<file path="config.mk">
export PLATFORM = sky130hd
export DESIGN_NAME = bit_period_timer
export DESIGN_NICKNAME = d
export VERILOG_FILES = /design/src/rtl/bpt_pkg.sv /design/src/rtl/bpt_cmd_decode.sv /design/src/rtl/bpt_counter.sv /design/src/rtl/bpt_event.sv /design/src/rtl/bit_period_timer.sv
export SDC_FILE = /design/constraint.sdc
export NUM_CORES = 1
export LEC_CHECK = 0
export ABC_AREA = 1
export CAP_MARGIN = 20
export CORE_AREA = 3 3 40 42
export DETAILED_ROUTE_END_ITERATION = 10
export DIE_AREA = 0 0 43 45
export DONT_BUFFER_PORTS = 1
export SYNTH_ARGS = -nofsm -noshare
export SYNTH_HDL_FRONTEND = slang
export SYNTH_SLANG_ARGS = --single-unit
</file>
<file path="constraint.sdc">
create_clock -name clk -period 1.38 [get_ports clk]
set_clock_uncertainty 0.05 [all_clocks]
set_input_delay 0.069 -clock clk [delete_from_list [all_inputs] [get_ports clk]]
set_output_delay 0.069 -clock clk [all_outputs]
set_load 0.03 [all_outputs]
</file>
<file path="src/rtl/bpt_pkg.sv">
package bpt_pkg;

    // Action applied to the counter at the next clock edge
    typedef enum logic [1:0] {
        CMD_HOLD    = 2'd0,
        CMD_STEP    = 2'd1,
        CMD_RESTART = 2'd2,
        CMD_JUMP    = 2'd3
    } bpt_cmd_e;

    // Event pair carried from the decode stage to the outputs
    typedef struct packed {
        logic now;
        logic held;
    } bpt_evt_t;

    // Restart beats jump, jump beats enable
    function automatic bpt_cmd_e bpt_pick(input logic en,
                                          input logic restart_n,
                                          input logic jump_n);
        bpt_cmd_e c;
        if (!restart_n)
            c = CMD_RESTART;
        else if (!jump_n)
            c = CMD_JUMP;
        else if (en)
            c = CMD_STEP;
        else
            c = CMD_HOLD;
        return c;
    endfunction

endpackage

</file>
<file path="src/rtl/bpt_cmd_decode.sv">
module bpt_cmd_decode
    import bpt_pkg::*;
(
    input  logic     en,
    input  logic     restart_n,
    input  logic     jump_n,
    output bpt_cmd_e cmd
);

    always_comb begin
        cmd = bpt_pick(en, restart_n, jump_n);
    end

endmodule

</file>
<file path="src/rtl/bpt_counter.sv">
module bpt_counter
    import bpt_pkg::*;
#(
    parameter int RANGE  = 7,
    parameter int OFFSET = 2,
    parameter int CW     = $clog2(RANGE + 1)
) (
    input  logic          clk,
    input  logic          rst,
    input  bpt_cmd_e      cmd,
    output logic [CW-1:0] cnt
);

    localparam logic [CW-1:0] TOP_V  = CW'(RANGE);
    localparam logic [CW-1:0] LOAD_V = CW'(OFFSET);

    logic [CW-1:0] cnt_nx;

    always_comb begin
        unique case (cmd)
            CMD_RESTART: cnt_nx = '0;
            CMD_JUMP:    cnt_nx = LOAD_V;
            CMD_STEP:    cnt_nx = (cnt == TOP_V) ? '0 : cnt + CW'(1);
            default:     cnt_nx = cnt;
        endcase
    end

    always_ff @(posedge clk) begin
        if (rst)
            cnt <= '0;
        else
            cnt <= cnt_nx;
    end

endmodule

</file>
<file path="src/rtl/bpt_event.sv">
module bpt_event
    import bpt_pkg::*;
#(
    parameter int OFFSET = 2,
    parameter int CW     = 3
) (
    input  logic          clk,
    input  logic          rst,
    input  logic [CW-1:0] cnt,
    output bpt_evt_t      evt
);

    localparam logic [CW-1:0] HIT_V = CW'(OFFSET);

    logic held_q;

    always_ff @(posedge clk) begin
        if (rst)
            held_q <= 1'b0;
        else
            held_q <= (cnt == HIT_V);
    end

    always_comb begin
        evt.now  = (cnt == HIT_V);
        evt.held = held_q;
    end

endmodule

</file>
<file path="src/rtl/bit_period_timer.sv">
module bit_period_timer
    import bpt_pkg::*;
#(
    parameter int RANGE  = 7,
    parameter int OFFSET = 2
) (
    input  logic clk,
    input  logic rst,
    input  logic en,
    input  logic restart_n,
    input  logic jump_n,
    output logic evt_now,
    output logic evt_reg
);

    localparam int CW = $clog2(RANGE + 1);

    bpt_cmd_e      cmd;
    logic [CW-1:0] cnt;
    bpt_evt_t      evt;

    bpt_cmd_decode u_dec (
        .en        (en),
        .restart_n (restart_n),
        .jump_n    (jump_n),
        .cmd       (cmd)
    );

    bpt_counter #(
        .RANGE  (RANGE),
        .OFFSET (OFFSET),
        .CW     (CW)
    ) u_cnt (
        .clk (clk),
        .rst (rst),
        .cmd (cmd),
        .cnt (cnt)
    );

    bpt_event #(
        .OFFSET (OFFSET),
        .CW     (CW)
    ) u_evt (
        .clk (clk),
        .rst (rst),
        .cnt (cnt),
        .evt (evt)
    );

    assign evt_now = evt.now;
    assign evt_reg = evt.held;

endmodule

</file>
==> After elaboration in Yosys (flattened, before gate mapping) <==
Index checks and enable logic that the tools add are counted.
{ "totals": {"word_cells": 14, "inputBits": 5, "regBits": 4} }
{ "classes": {"n_reduce_logical": 1, "n_addsub": 1, "eq_ne": 5, "muxes": 5} }
{ "ops": {"columns": ["operator", "n"], "rows": [
  ["case mux 3 bit (3 select lines)", 1],
  ["equality test 2 bit (second input constant)", 2],
  ["two-way mux 2 bit", 2],
  ["adder 3 x 1 -> 3 bit (second input constant)", 1],
  ["equality test 3 x 2 -> 1 bit (second input constant)", 1],
  ["equality test 3 bit (second input constant)", 1],
  ["two-way mux 3 bit", 1],
  ["nonzero test 3 bit", 1],
  ["equality test 2 x 1 -> 1 bit (second input constant)", 1],
  ["two-way mux 1 bit", 1]
]} }

==> Longest topological paths before layout <==
Gate-level depths: netlist (run 1).
{ "logic_depth": {"word_depth": 5, "mapped_depth": 5, "ltp_nobuf": 5} }

==> Hierarchy <==
From an unflattened synthesis (run 1), not the netlist that was laid out.
{ "unflattened": {"hier_cells": 30, "hier_area_um2": 225.2} }
{ "modules_own_cells": {"columns": ["module", "n_inst", "seq_area_each_um2", "cells_per_inst", "area_each_um2"], "rows": [
  ["bpt_counter", 1, 60.1, 19, 150.1],
  ["bpt_event", 1, 20.0, 7, 55.1],
  ["bpt_cmd_decode", 1, 0.0, 4, 20.0]
]} }

==> Worst setup path after synthesis (run 1) <==
OpenSTA, ideal clock, no wires.
{ "synth_timing": {"path_type": "reg-to-reg", "from": "register u_cnt.cnt[0]", "to": "register u_cnt.cnt[2]", "path_slack_ns": 0.300, "path_buffers": 0, "path_stages_with_launch": 5, "t_arrival_ns": 0.961, "cell_sequence": "dfxtp_1 > ha_1 > ha_1 > nand4_1 > a21oi_1"} }
{ "synth_between": {"elab_chain_len": 3, "word_cells_on_any_way": 4, "cone_classes": "add/sub: 1; eq/ne: 1; mux: 2"} }
{ "synth_lines": {"columns": ["item", "line_no", "source"], "rows": [
  ["start, declared", "bpt_counter.sv:11", "output logic [CW-1:0] cnt"],
  ["start signal, assigned", "bpt_counter.sv:32", "cnt <= cnt_nx;"],
  ["adder 3 x 1 -> 3 bit / equality test 3 bit (equally long branches)", "bpt_counter.sv:23", "CMD_STEP: cnt_nx = (cnt == TOP_V) ? '0 : cnt + CW'(1);"],
  ["two-way mux 3 bit (*)", "bpt_counter.sv:23", null],
  ["case mux 3 bit (3 select lines) (*)", "bpt_counter.sv:20", "unique case (cmd)"]
]} }
Every way passes the cells marked *; elsewhere a longest branch is shown, timed or not.
A chain may end at the register's enable or synchronous reset.

==> Final worst setup path (run 1) <==
{ "layout_timing": {"from": "register u_cnt.cnt[0]", "to": "output evt_now"} }
{ "layout_between": {"elab_chain_len": 1} }
{ "layout_lines": {"columns": ["item", "line_no", "source"], "rows": [
  ["equality test 3 x 2 -> 1 bit", "bpt_event.sv:25", "evt.now = (cnt == HIT_V);"],
  ["end, declared", "bit_period_timer.sv:12", "output logic evt_now,"]
]} }
Every way passes these cells.

==> qor.yml, run 1 <==
run_status:
  status: "complete, no violations"
worst_setup_path:
  r2r_slack_ns: 0.23
  crit_type: "register to primary output"
  critPathSlowestCell: "dfxtp_1"
  path_cells: "inv_1 -> ha_1 -> inv_1 -> nor2_1 -> buf_4"
  worst_r2r_path_depth: 4
  reg2reg_from: "u_cnt.cnt[0]"
  crit_fanout: 4
  required_ns: 1.26
  cp_common_cell: "inv_1"
  worst-path-stages: 5
  max_stage_delay_ns: 0.36
  timing.rr.end: "u_cnt.cnt[2]"
  crit_end: "evt_now"
  crit_start: "u_cnt.cnt[0]"
  critPathBufInv: 3
  cp-start-kind: "register"
  arrival_ns: 1.11
  worst_setup_path_end_kind: "primary output"
  path_delay_family: "flip-flops"
sta:
  holdWs_ns: 0.0318
  rsz0062_at_grt: "no"
  tns_ns: 0
  maxSlewHeadroom_pct: 80.4
  setup_viol: 0
  hold_viol_final: 0
  drv_slew: 0
  worstMarginPinSlew_ns: 0.294
  fmax_mhz: 811
  period_minus_slack_ns: 1.23
  period_share_pct: 89.4
final_layout:
  multiInputGateArea_sq_um: 119
  regArea_sq_um: 80.1
  areaGrowthSynthToFinish_pct: 41.5
  fill_cells: 141
  postLayoutCellArea_sq_um: 303
  nNetsFinal: 46
  n_antenna_cell: 0
  layout-drive-gt1-share_pct: 13.9
floorplan:
  core.rowCount: 13
  io_pins: 7
  dieWidth_microns: 43
  die_h_microns: 45
  initial_core_util_pct: 16.7
  die-area_sq_mm: 0.00194
  core-area_sq_mm: 0.00128
cts:
  clockBufferDepth: 2
  cts_made_buffers: 3
  cts_tree: "done"
  clock_sinks: 4
  clk_pin_slew_worst_paths_ns: 0.04
  clock_latency_ns: 0.24
  cts_setup_buffers: 0
  clockRootBuffer: "clkbuf_4"
  cts-resized-gates: 0
  hold_buffers: 4
  cts_max_level: 1
grt:
  antenna_found_initial: 0
  grt_use_met2_pct: 9.58
  busiest_layer: "met2"
  grt_pass1_wl_microns: 862
  grt_pass1_vias: 229
  grt_max_degree: 5
  grt-ovfl-total: 0
  track_usage_pct: 6.59
  grtUsageMet1_pct: 5.57
  grtUsageMet3_pct: 8.37
synth:
  avgSynthCellArea_sq_um: 7.64
  yosys-top-cells-area: "dfxtp_1, ha_1, inv_1"
  ys_types: 11
  syn_inst: 28
  yosysWarnings: 0
  synth_flop_cell: "dfxtp_1"
  synth_top_area_share_pct: 37.4
  synthesis.area_sq_um: 214
  synth-async-reset-ratio_pct: 0
  seq_area_frac_synth_pct: 37.4
  synth_nets: 36
  ys_seq_elements: 4
  synth_edf_count: 0
  ys_top_cells_by_count: "dfxtp_1, inv_1, nand2_1, nor2_1, ha_1"
  yosysTopAreaCell: "dfxtp_1"
placed_design:
  place.gp.congestion: 0.701
  numPortBuffers: 0
  hpwl_microns: 346
  dpl_cell_area_sq_um: 240
drt:
  viasPerCell: 3.96
  drcViolationCount: 0
  drt_iter0_markers: 12
  ant_nets: 0
  wl_per_cell_microns: 9.00
  vias: 202
  drt_wl_total_microns: 459
  dr.pass1.iters: 2
power_and_ir_drop:
  total_power_mw: 0.308
  ir_drop_mv: 0.502
  p_per_area_mw_per_mm2: 1020
  p_leak_nw: 0.141
flow_run:
  cap_violations: 0
min_path:
  hold_path.class: "input pin to register"
[stage by stage]
| step | instances | setup slack, ns | utilization [%] |
|---|---|---|---|
| 6_report | 51 | 0.146 | 23.6 |
| 5_1_grt | 51 | 0.0470 | 23.6 |
| 4_1_cts | 51 | 0.135 | 23.6 |
| 3_5_place_dp | 44 | 0.231 | 18.7 |
| 3_3_place_gp | 44 | 0.264 | 18.7 |
| 2_1_floorplan | 28 | 0.300 | - |
[metal layers]
layer	up-vias	wire length (microns)
met4	0	0
li1	108	-
met5	-	0
met3	0	72
met1	86	193
met2	8	193
[how the worst min path moves through the flow]
stage                    from           end  slack [ns]  cells past startpoint
floorplan                 rst  u_cnt.cnt[2]        0.09                      1
global placement          rst  u_cnt.cnt[2]        0.09                      1
detailed placement        rst  u_cnt.cnt[2]        0.09                      1
global route           jump_n  u_cnt.cnt[1]        0.04                      2
CTS                 restart_n  u_cnt.cnt[0]        0.03                      4
finish              restart_n  u_cnt.cnt[0]        0.03                      4
[kinds of logic after synthesis]
group	share of synthesized area, %
adder cells (fa/ha/maj)	17.5
flip-flops	37.4
buffers and inverters	7.02
AO/OA/AOI/OAI	8.19
AND/OR/NAND/NOR	29.8
[worst register-to-register path, stage by stage, from the launching register on]
cell and delay (ns):
dfxtp_1 0.33, ha_1 0.21, ha_1 0.27, nand4_1 0.09
a21oi_1 0.15
[power breakdown]
group / total (mW) / internal [mW] / switching [mW]
clock network: 0.146 / 0.0973 / 0.0488
logic: 0.0360 / 0.0177 / 0.0183
registers: 0.126 / 0.120 / 0.00522
total: 0.308 / 0.236 / 0.0723
[state kept, by name, summed over array words and instances (netlist names)]
register	flops
u_cnt.cnt	3
u_evt.held_q	1
[area by class of cell]
cell class | instances | area share, %
repair buffers | 5 | 15.7
flip-flops and latches | 4 | 26.4
multi-input cells | 20 | 39.3
clock buffers | 3 | 7.44
inverters | 4 | 4.96
well taps | 15 | 6.20
[placed cells by master, fill, tap and decap left out]
cell type	instances
a21oi_1	2
ha_1	3
nor3_1	1
nand4_1	2
inv_1	4
dfxtp_1	4
nand3_1	2
a21boi_0	1
dlygate4sd3_1	4
buf_4	1
nor2_2	1
nor2_1	4
nand2_1	4
clkbuf_4	3
Note: power is estimated with default switching activity, not from simulation.
==> run 2: changes to the inputs <==
--- a/config.mk
+++ b/config.mk
@@ -11,6 +11,7 @@
 export DETAILED_ROUTE_END_ITERATION = 10
 export DIE_AREA = 0 0 43 45
 export DONT_BUFFER_PORTS = 1
+export PLACE_DENSITY = 0.3
 export SYNTH_ARGS = -nofsm -noshare
 export SYNTH_HDL_FRONTEND = slang
 export SYNTH_SLANG_ARGS = --single-unit
==> constraint.sdc (replaced) <==
create_clock -name clk -period 1.46 [get_ports clk]
set_clock_uncertainty 0.05 [all_clocks]
set_input_delay 0.073 -clock clk [delete_from_list [all_inputs] [get_ports clk]]
set_output_delay 0.073 -clock clk [all_outputs]
set_load 0.03 [all_outputs]
==> run 2 against run 1 <==
Net effect:
- sequential cell count stayed put
- die area stayed put
- via count is 11% higher
- cell count stayed put
==> qor.yml, run 2 (synthesis gave the netlist of run 1 again) <==
drt:
  drcViolationCount: 0  # unchanged
  dr.pass1.iters: 4  # +2
  ant_nets: 0  # unchanged
  viasPerCell: 4.39  # +11%
  wl_per_cell_microns: 10.2  # +13%
  drt_wl_total_microns: 520  # +13%
  vias: 224  # +11%
  drt_iter0_markers: 4  # -8
sta:
  maxSlewHeadroom_pct: 80.7  # +0.33 points
  worstMarginPinSlew_ns: 0.289  # -0.00494 ns
  drv_slew: 0  # unchanged
  setup_viol: 0  # unchanged
  rsz0062_at_grt: "no"
  period_minus_slack_ns: 1.25
  period_share_pct: 85.7
  hold_viol_final: 0  # unchanged
  tns_ns: 0  # unchanged
  fmax_mhz: 799
  holdWs_ns: 0.0352  # +0.00342 ns
cts:
  clk_pin_slew_worst_paths_ns: 0.04  # about the same
  cts_tree: "done"
  cts_made_buffers: 3  # unchanged
  clock_latency_ns: 0.24  # about the same
  cts-resized-gates: 0  # unchanged
  clock_sinks: 4  # unchanged
  cts_max_level: 1  # unchanged
  clockRootBuffer: "clkbuf_4"
  clockBufferDepth: 2  # unchanged
final_layout:
  postLayoutCellArea_sq_um: 303  # unchanged
  largest_register: "u_cnt.cnt"
  areaGrowthSynthToFinish_pct: 41.5  # unchanged
  final_cell_mix: "inv_1, nor2_1, nand2_1, dlygate4sd3_1, dfxtp_1"
  n_antenna_cell: 0  # unchanged
  layout-drive-gt1-share_pct: 13.9  # unchanged
  nNetsFinal: 46  # unchanged
  largest_register_ffs: 3  # unchanged
  fill_cells: 150  # +6.4%
  reg_top3: "u_cnt.cnt (3), u_evt.held_q (1)"
worst_setup_path:
  arrival_ns: 1.13  # +0.02 ns
  crit_end: "evt_now"
  cp-start-kind: "register"
  crit_fanout: 4  # unchanged
  required_ns: 1.34  # +0.08 ns
  timing.rr.end: "u_cnt.cnt[2]"
  cp_common_cell: "inv_1"
  worst_r2r_path_depth: 4  # unchanged
  worst-path-stages: 5  # unchanged
  critPathBufInv: 3  # unchanged
  r2r_slack_ns: 0.31  # +0.08 ns
  reg2reg_from: "u_cnt.cnt[0]"
  crit_start: "u_cnt.cnt[0]"
  worst_setup_path_end_kind: "primary output"
  critPathSlowestCell: "dfxtp_1"
  crit_type: "register to primary output"
  max_stage_delay_ns: 0.36  # about the same
  path_cells: "inv_1 -> ha_1 -> inv_1 -> nor2_1 -> buf_4"
  path_delay_family: "flip-flops"
power_and_ir_drop:
  total_power_mw: 0.296  # -3.8%
  p_per_area_mw_per_mm2: 978  # -3.8%
  p_leak_nw: 0.141  # unchanged
  ir_drop_mv: 0.288  # -43%
placed_design:
  dpl_cell_area_sq_um: 240  # unchanged
  numPortBuffers: 0  # unchanged
  hpwl_microns: 389  # +12%
  place.gp.congestion: 0.733  # +4.5%
run_status:
  status: "complete, no violations"
floorplan:
  core-area_sq_mm: 0.00128  # unchanged
  initial_core_util_pct: 16.7  # unchanged
  die_h_microns: 45  # unchanged
  die-area_sq_mm: 0.00194  # unchanged
  io_pins: 7  # unchanged
  core.rowCount: 13  # unchanged
  dieWidth_microns: 43  # unchanged
grt:
  grt_pass1_wl_microns: 883  # +2.4%
  antenna_found_initial: 0  # unchanged
  grt_max_degree: 5  # unchanged
  grt_pass1_vias: 250  # +9.2%
  track_usage_pct: 6.66  # +0.067 points
  grt-ovfl-total: 0  # unchanged
min_path:
  hold_path.class: "input pin to register"
flow_run:
  cap_violations: 0  # unchanged
-- run 2: cell counts in the layout (fill, tap and decap cells not counted) --
Identical to the previous run, type by type.
-- run 2: worst min path at each step --
| stage | endpoint | from | slack, ns | depth (start not counted) |
|---|---|---|---|---|
| floorplan | u_cnt.cnt[2] | rst | 0.09 | 1 |
| global placement | u_cnt.cnt[2] | rst | 0.10 | 1 |
| detailed placement | u_cnt.cnt[2] | rst | 0.1 | 1 |
| finish | u_cnt.cnt[1] | jump_n | 0.04 | 2 |
| CTS | u_cnt.cnt[1] | jump_n | 0.03 | 2 |
| global route | u_cnt.cnt[1] | jump_n | 0.04 | 2 |
-- run 2: stage by stage --
| stage | utilization (%) | cells | setup slack [ns] |
|---|---|---|---|
| after floorplan | - | 28 | 0.380 |
| after global placement | 18.7 | 44 | 0.311 |
| after detailed placement | 18.7 | 44 | 0.321 |
| after CTS | 23.6 | 51 | 0.197 |
| after global routing | 23.6 | 51 | 0.131 |
| final | 23.6 | 51 | 0.208 |
-- run 2: timing repair --
action	in CTS	in global routing
hold buffers	4	0
endpoints found under the hold margin	4	0
setup buffers	0	0
-- run 2: routing by layer --
layer / global-route usage, % / up-vias / wire length [microns] / part of all wire [%]
met1: 6.49 / 101 / 216 / 42
met3: 3.19 / 2 / 68 / 13
li1: - / 110 / - / -
met4: 7.23 / 0 / 8 / 1.5
met5: 0 / - / 0 / 0
met2: 9.88 / 11 / 227 / 44
-- run 2: final cells by class --
| cell class | instances | area (sq um) | area share (%) |
|---|---|---|---|
| Tap cell | 15 | 18.8 | 6.20 |
| Timing Repair Buffer | 5 | 47.5 | 15.7 |
| Clock buffer | 3 | 22.5 | 7.44 |
| Sequential cell | 4 | 80.1 | 26.4 |
| Multi-Input combinational cell | 20 | 119 | 39.3 |
| Inverter | 4 | 15.0 | 4.96 |
-- run 2: worst register-to-register path: stages, from the launching register on --
cell     delay (ns)
dfxtp_1        0.33
ha_1           0.20
ha_1           0.27
nand4_1        0.09
a21oi_1        0.15
-- run 2: power by group --
part | switching [mW] | internal [mW]
Combinational | 0.0182 | 0.0169
Sequential | 0.00489 | 0.114
Clock | 0.0500 | 0.0923
Total | 0.0731 | 0.223
